===== config.mk =====
export PLATFORM = sky130hd
export DESIGN_NAME = fiq_bank
export DESIGN_NICKNAME = d
export VERILOG_FILES = /design/src/rtl/fiq_bank_pkg.sv /design/src/rtl/fiq_bank_ctrl.sv /design/src/rtl/fiq_bank_dp.sv /design/src/rtl/fiq_bank.sv
export SDC_FILE = /design/constraint.sdc
export NUM_CORES = 1
export LEC_CHECK = 0
export BUFFER_PORTS_ARGS = -buffer_cell sky130_fd_sc_hd__buf_2
export CAP_MARGIN = 40
export CORE_UTILIZATION = 30
export DETAILED_ROUTE_END_ITERATION = 7
export HOLD_SLACK_MARGIN = 0.08
export PLACE_DENSITY = 0.53
export SYNTH_ARGS = -nofsm -noshare
export SYNTH_HDL_FRONTEND = slang
export SYNTH_HIERARCHICAL = 1
export SYNTH_SLANG_ARGS = --single-unit

===== constraint.sdc =====
create_clock -name clk -period 4.1 [get_ports clk]
set_input_delay 0 -clock clk [delete_from_list [all_inputs] [get_ports clk]]
set_output_delay 0 -clock clk [all_outputs]
set_load 0.03 [all_outputs]

===== src/rtl/fiq_bank_pkg.sv =====
package fiq_bank_pkg;
  localparam int unsigned OFS_STATUS = 32'h100;
  localparam int unsigned OFS_RAW    = 32'h104;
  localparam int unsigned OFS_ENSET  = 32'h108;
  localparam int unsigned OFS_ENCLR  = 32'h10C;
  localparam int unsigned OFS_SWCFG  = 32'h110;

  localparam int unsigned SW_FIQ_BIT = 2;
  localparam int unsigned SW_IRQ_BIT = 1;
  localparam int unsigned SW_SRC_IDX = 1;

  typedef enum logic [2:0] {
    RD_NONE,
    RD_STATUS,
    RD_RAW,
    RD_ENABLE,
    RD_SWCFG
  } rdSel_e;

  typedef struct packed {
    logic   setEn;
    logic   clrEn;
    logic   swWr;
    rdSel_e rdSel;
  } ctrlStrobe_t;
endpackage


===== src/rtl/fiq_bank_ctrl.sv =====
module fiq_bank_ctrl
  import fiq_bank_pkg::*;
#(
  parameter int ADDR_W = 12
) (
  input  logic              clk,
  input  logic              rstN,
  input  logic              wrEn,
  input  logic              rdEn,
  input  logic [ADDR_W-1:0] addr,
  output ctrlStrobe_t       strobe
);
  logic hitEnSet, hitEnClr, hitSw, hitStatus, hitRaw;

  assign hitStatus = (addr == ADDR_W'(OFS_STATUS));
  assign hitRaw    = (addr == ADDR_W'(OFS_RAW));
  assign hitEnSet  = (addr == ADDR_W'(OFS_ENSET));
  assign hitEnClr  = (addr == ADDR_W'(OFS_ENCLR));
  assign hitSw     = (addr == ADDR_W'(OFS_SWCFG));

  always_comb begin
    strobe.setEn = wrEn && hitEnSet;
    strobe.clrEn = wrEn && hitEnClr;
    strobe.swWr  = wrEn && hitSw;
    strobe.rdSel = RD_NONE;
    if (rdEn) begin
      if (hitStatus)     strobe.rdSel = RD_STATUS;
      else if (hitRaw)   strobe.rdSel = RD_RAW;
      else if (hitEnSet) strobe.rdSel = RD_ENABLE;
      else if (hitSw)    strobe.rdSel = RD_SWCFG;
    end
  end

  assert_write_strobes_R8: assert property (@(posedge clk) disable iff (!rstN)
    $onehot0({strobe.setEn, strobe.clrEn, strobe.swWr}));

  assert_no_read_when_idle_R8: assert property (@(posedge clk) disable iff (!rstN)
    !rdEn |-> strobe.rdSel == RD_NONE);
endmodule


===== src/rtl/fiq_bank_dp.sv =====
module fiq_bank_dp
  import fiq_bank_pkg::*;
#(
  parameter int NUM_SRC = 32,
  parameter int DATA_W  = 32
) (
  input  logic               clk,
  input  logic               rstN,
  input  ctrlStrobe_t        strobe,
  input  logic [DATA_W-1:0]  wrData,
  input  logic [NUM_SRC-1:0] srcIn,
  output logic [DATA_W-1:0]  rdData,
  output logic               fiqReq,
  output logic               swIrqOut
);
  logic [NUM_SRC-1:0] enMask;
  logic [NUM_SRC-1:0] rawVec;
  logic [NUM_SRC-1:0] statusVec;
  logic [NUM_SRC-1:0] swInject;
  logic               swFiq, swIrq;
  logic [DATA_W-1:0]  swCfgView;

  always_comb begin
    swInject = '0;
    swInject[SW_SRC_IDX] = swFiq;
  end

  assign rawVec    = srcIn | swInject;
  assign statusVec = rawVec & enMask;

  always_ff @(posedge clk or negedge rstN) begin
    if (!rstN) begin
      enMask <= '0;
    end else if (strobe.clrEn) begin
      enMask <= enMask & ~wrData[NUM_SRC-1:0];
    end else if (strobe.setEn) begin
      enMask <= enMask | wrData[NUM_SRC-1:0];
    end
  end

  always_ff @(posedge clk or negedge rstN) begin
    if (!rstN) begin
      swFiq <= 1'b0;
      swIrq <= 1'b0;
    end else if (strobe.swWr) begin
      swFiq <= wrData[SW_FIQ_BIT];
      swIrq <= wrData[SW_IRQ_BIT];
    end
  end

  always_ff @(posedge clk or negedge rstN) begin
    if (!rstN) fiqReq <= 1'b0;
    else       fiqReq <= |statusVec;
  end

  assign swIrqOut = swIrq;

  always_comb begin
    swCfgView = '0;
    swCfgView[SW_FIQ_BIT] = swFiq;
    swCfgView[SW_IRQ_BIT] = swIrq;
  end

  always_comb begin
    unique case (strobe.rdSel)
      RD_STATUS: rdData = DATA_W'(statusVec);
      RD_RAW:    rdData = DATA_W'(rawVec);
      RD_ENABLE: rdData = DATA_W'(enMask);
      RD_SWCFG:  rdData = swCfgView;
      default:   rdData = '0;
    endcase
  end

  assert_set_bits_R2: assert property (@(posedge clk) disable iff (!rstN)
    strobe.setEn |=> (enMask & $past(wrData[NUM_SRC-1:0])) == $past(wrData[NUM_SRC-1:0]));

  assert_set_keeps_R2: assert property (@(posedge clk) disable iff (!rstN)
    strobe.setEn |=> (enMask & $past(enMask)) == $past(enMask));

  assert_clr_bits_R3: assert property (@(posedge clk) disable iff (!rstN)
    strobe.clrEn |=> (enMask & $past(wrData[NUM_SRC-1:0])) == '0);

  assert_mask_hold_R4: assert property (@(posedge clk) disable iff (!rstN)
    !strobe.setEn && !strobe.clrEn |=> $stable(enMask));

  assert_req_lag_R5: assert property (@(posedge clk) disable iff (!rstN)
    1'b1 |=> fiqReq == $past(|statusVec));
endmodule


===== src/rtl/fiq_bank.sv =====
module fiq_bank
  import fiq_bank_pkg::*;
#(
  parameter int ADDR_W  = 12,
  parameter int DATA_W  = 32,
  parameter int NUM_SRC = 32
) (
  input  logic               clk,
  input  logic               rstN,
  input  logic               wrEn,
  input  logic               rdEn,
  input  logic [ADDR_W-1:0]  addr,
  input  logic [DATA_W-1:0]  wrData,
  output logic [DATA_W-1:0]  rdData,
  input  logic [NUM_SRC-1:0] srcIn,
  output logic               fiqReq,
  output logic               swIrqOut
);
  ctrlStrobe_t strobe;

  fiq_bank_ctrl #(.ADDR_W(ADDR_W)) u_ctrl (
    .clk(clk), .rstN(rstN), .wrEn(wrEn), .rdEn(rdEn), .addr(addr), .strobe(strobe)
  );

  fiq_bank_dp #(.NUM_SRC(NUM_SRC), .DATA_W(DATA_W)) u_dp (
    .clk(clk), .rstN(rstN), .strobe(strobe), .wrData(wrData), .srcIn(srcIn),
    .rdData(rdData), .fiqReq(fiqReq), .swIrqOut(swIrqOut)
  );
endmodule


==> results by group <==
Run status
  • Status: completed

Worst setup path
  • CP Class: in -> out
  • Startpoint types: input port
  • R2R Setup Slk: 2.61 ns
  • Critical path's most frequent cell: buf_2
  • Crit end category: output port
  • Critical path required time: 4.10 ns
  • Critical path's largest stage delay: 0.68 ns
  • Worst-path cell with the longest stage delay: or4b_1
  • CP Data Arrival Time: 2.70 ns
  • CP cell instances: buf_2, or4b_1, nor3_2, buf_4, nor2b_4, o21ai_0, a21oi_1, a21o_1, buf_2
  • Crit Path Max Fanout: 34

Synthesis
  • Synth Cell Area: 0.00216 mm²
  • Register area share after synthesis: 40.6%
  • Synth unique cells: 28
  • Largest area contributor in the netlist: dfrtp_1
  • Net Count, Synth: 342
  • #FFs+latches synth: 35
  • Avg Inst Size Synth: 8.24 µm²
  • Yosys top cell area share: 40.6%
  • Post-Synthesis Cells: 262
  • Top post-synthesis cells by area: dfrtp_1 (41%), a21oi_1 (22%), o211ai_1 (10%)
  • Yosys warns: 6

STA
  • Final cycle utilization of the critical path: 65.8%
  • Endpoints failing hold: 0
  • RSZ-0062 raised after global routing: no
  • Final setup fails: 0
  • Worst setup margin: 1.40 ns
  • Total negative setup slack: 0 ns
  • Slew margin rel.: 45.6%
  • Worst Clk Skew: 0.00329 ns
  • Achievable Freq: 0.371 GHz
  • Slew Limit Fails: 0
  • Worst slew pin tran: 0.817 ns
  • WHS: 0.113 ns
  • Crit path time final: 2.70 ns

Floorplan
  • Core Box Area: 0.00687 mm²
  • Die Footprint: 0.00754 mm²
  • Row cnt: 30
  • Die extent in y: 86.8 µm
  • Io pins: 114
  • Initial core utilization: 31.4%
  • Die Wd: 86.8 µm

Drt
  • Remaining DRCs: 0
  • WL/cell: 14.9 µm
  • Vias: 2562
  • Drt first-iter violations: 133
  • Drt total wl: 7440 µm
  • Antenna viol nets, final: 0
  • TritonRoute pass-1 iters: 4
  • Avg Vias per Cell: 5.13

Placed design
  • GP Congestion: 0.779
  • Placed Area: 0.00280 mm²
  • Place WS: 1.38 ns
  • Dpl hpwl: 5150 µm
  • Port Buf Inserts: 113

Layout
  • Most common cell after layout, fill and taps aside: buf_2
  • Area delta synth->final: 50.5%
  • Post-layout nets: 482
  • ANT cells: 0
  • Commonest non-fill, non-tap cells in the layout: buf_2 (113), a21oi_1 (96), dlygate4sd3_1 (35), dfrtp_1 (35), nand2_1 (33)
  • Post-Layout Inst Area: 0.00325 mm²
  • Layout cells sized above 1: 33.3%

Global routing
  • Gr ovfl total: 0
  • Vias in the first global route: 2447
  • Largest net degree at the start of global routing: 36
  • Initial antenna violation count: 0
  • First-pass GRT wire length: 11900 µm
  • GRT Util Overall: 20.4%

Clock tree
  • Max clock buf depth: 2
  • Clock transition at the registers of the reported paths: 0.07 ns
  • TritonCTS Buffers: 5
  • # clock sinks: 35
  • CTS tree: built
  • Clock Latency Late Sink: 0.28 ns
  • Root Driver: clkbuf_8
  • Post-CTS Setup Bufs: 0
  • H-tree Lvls: 2

Min path
  • HP Class: in -> reg

Pwr
  • Peak supply drop: 0.000138 V
  • Cell Pwr Density: 222 mW/mm²
  • Static leakage: 1.53 nW

Job
  • Max-cap violation count: 0
## kinds of logic (layout without fill, tap and decap cells)
logic type	count (synthesis)	in the layout	share of synthesized area, %
buffers and inverters	21	162	5.50
and+or+nand+nor	56	56	12.6
DFF	35	35	40.6
AOI/OAI and AO/OA	147	147	39.9
muxes	2	2	1.04
xor gates and xnor gates	1	1	0.406
## path summary, 6_finish.rpt
check | start | cells after the start | to
max in group asynchronous | rstN | 2 | asynchronous set/reset pin
hold reg to reg | u_dp/swIrqOut | 1 | u_dp/swIrqOut
min in group asynchronous | rstN | 2 | asynchronous set/reset pin
hold / removal | srcIn[8] | 5 | u_dp/fiqReq
setup / recovery | addr[9] | 9 | rdData[1]
setup reg to reg | register | 3 | u_dp/fiqReq
## stage by stage
stage	instances	total power, mW	util, %
2_1_floorplan	262	0.365	-
5_1_grt	499	0.763	47.3
3_5_place_dp	456	0.428	40.7
6_report	499	0.721	47.3
4_1_cts	499	0.733	47.3
3_3_place_gp	456	0.427	40.7
## critical path: cells and delay by family
family / cells / cell delay [ns]
AOI/OAI and AO/OA: 3 / 0.49
buffers and inverters: 3 / 0.64
and+or+nand+nor: 3 / 1.56
## per-layer routing
| layer | wire [µm] | global-route usage, % | up-vias |
|---|---|---|---|
| li1 | - | - | 1280 |
| met1 | 3380 | 26.7 | 1203 |
| met2 | 3640 | 34.4 | 71 |
| met3 | 334 | 3.90 | 8 |
| met4 | 86 | 5.30 | 0 |
| met5 | 0 | 0 | - |
## where the power goes
group | switching, mW | internal [mW] | leakage, nW
Sequential | 0.00158 | 0.347 | 0.489
Combinational | 0.0437 | 0.0533 | 0.988
Clock | 0.122 | 0.153 | 0.0515
## final cells by class
class | count | area [µm²]
Tap cell | 96 | 120
Multi-Input combinational cell | 206 | 1190
Clock buffer | 8 | 100
Fill cell | 714 | 3620
Sequential cell | 35 | 876
Timing Repair Buffer | 154 | 961
## repair_timing
item                      CTS  global route
hold endpoints to repair   70             0
resized for setup           0             0
hold buffers               35             0
## synth_stat cells, drive strengths merged
master	number
a21oi	96
dfrtp	35
nand2	33
o211ai	30
buf	16
a22oi	14
clkbuf	5
nor3	4
nor4	4
nand2b	3
nand4	3
o21ai	3
mux2	2
nand3	2
nor2	2
a21o	1
a222oi	1
nand3b	1
nand4b	1
nor2b	1
nor3b	1
o211a	1
o311ai	1
or4b	1
xor2	1
(Power assumes the default switching activity.)
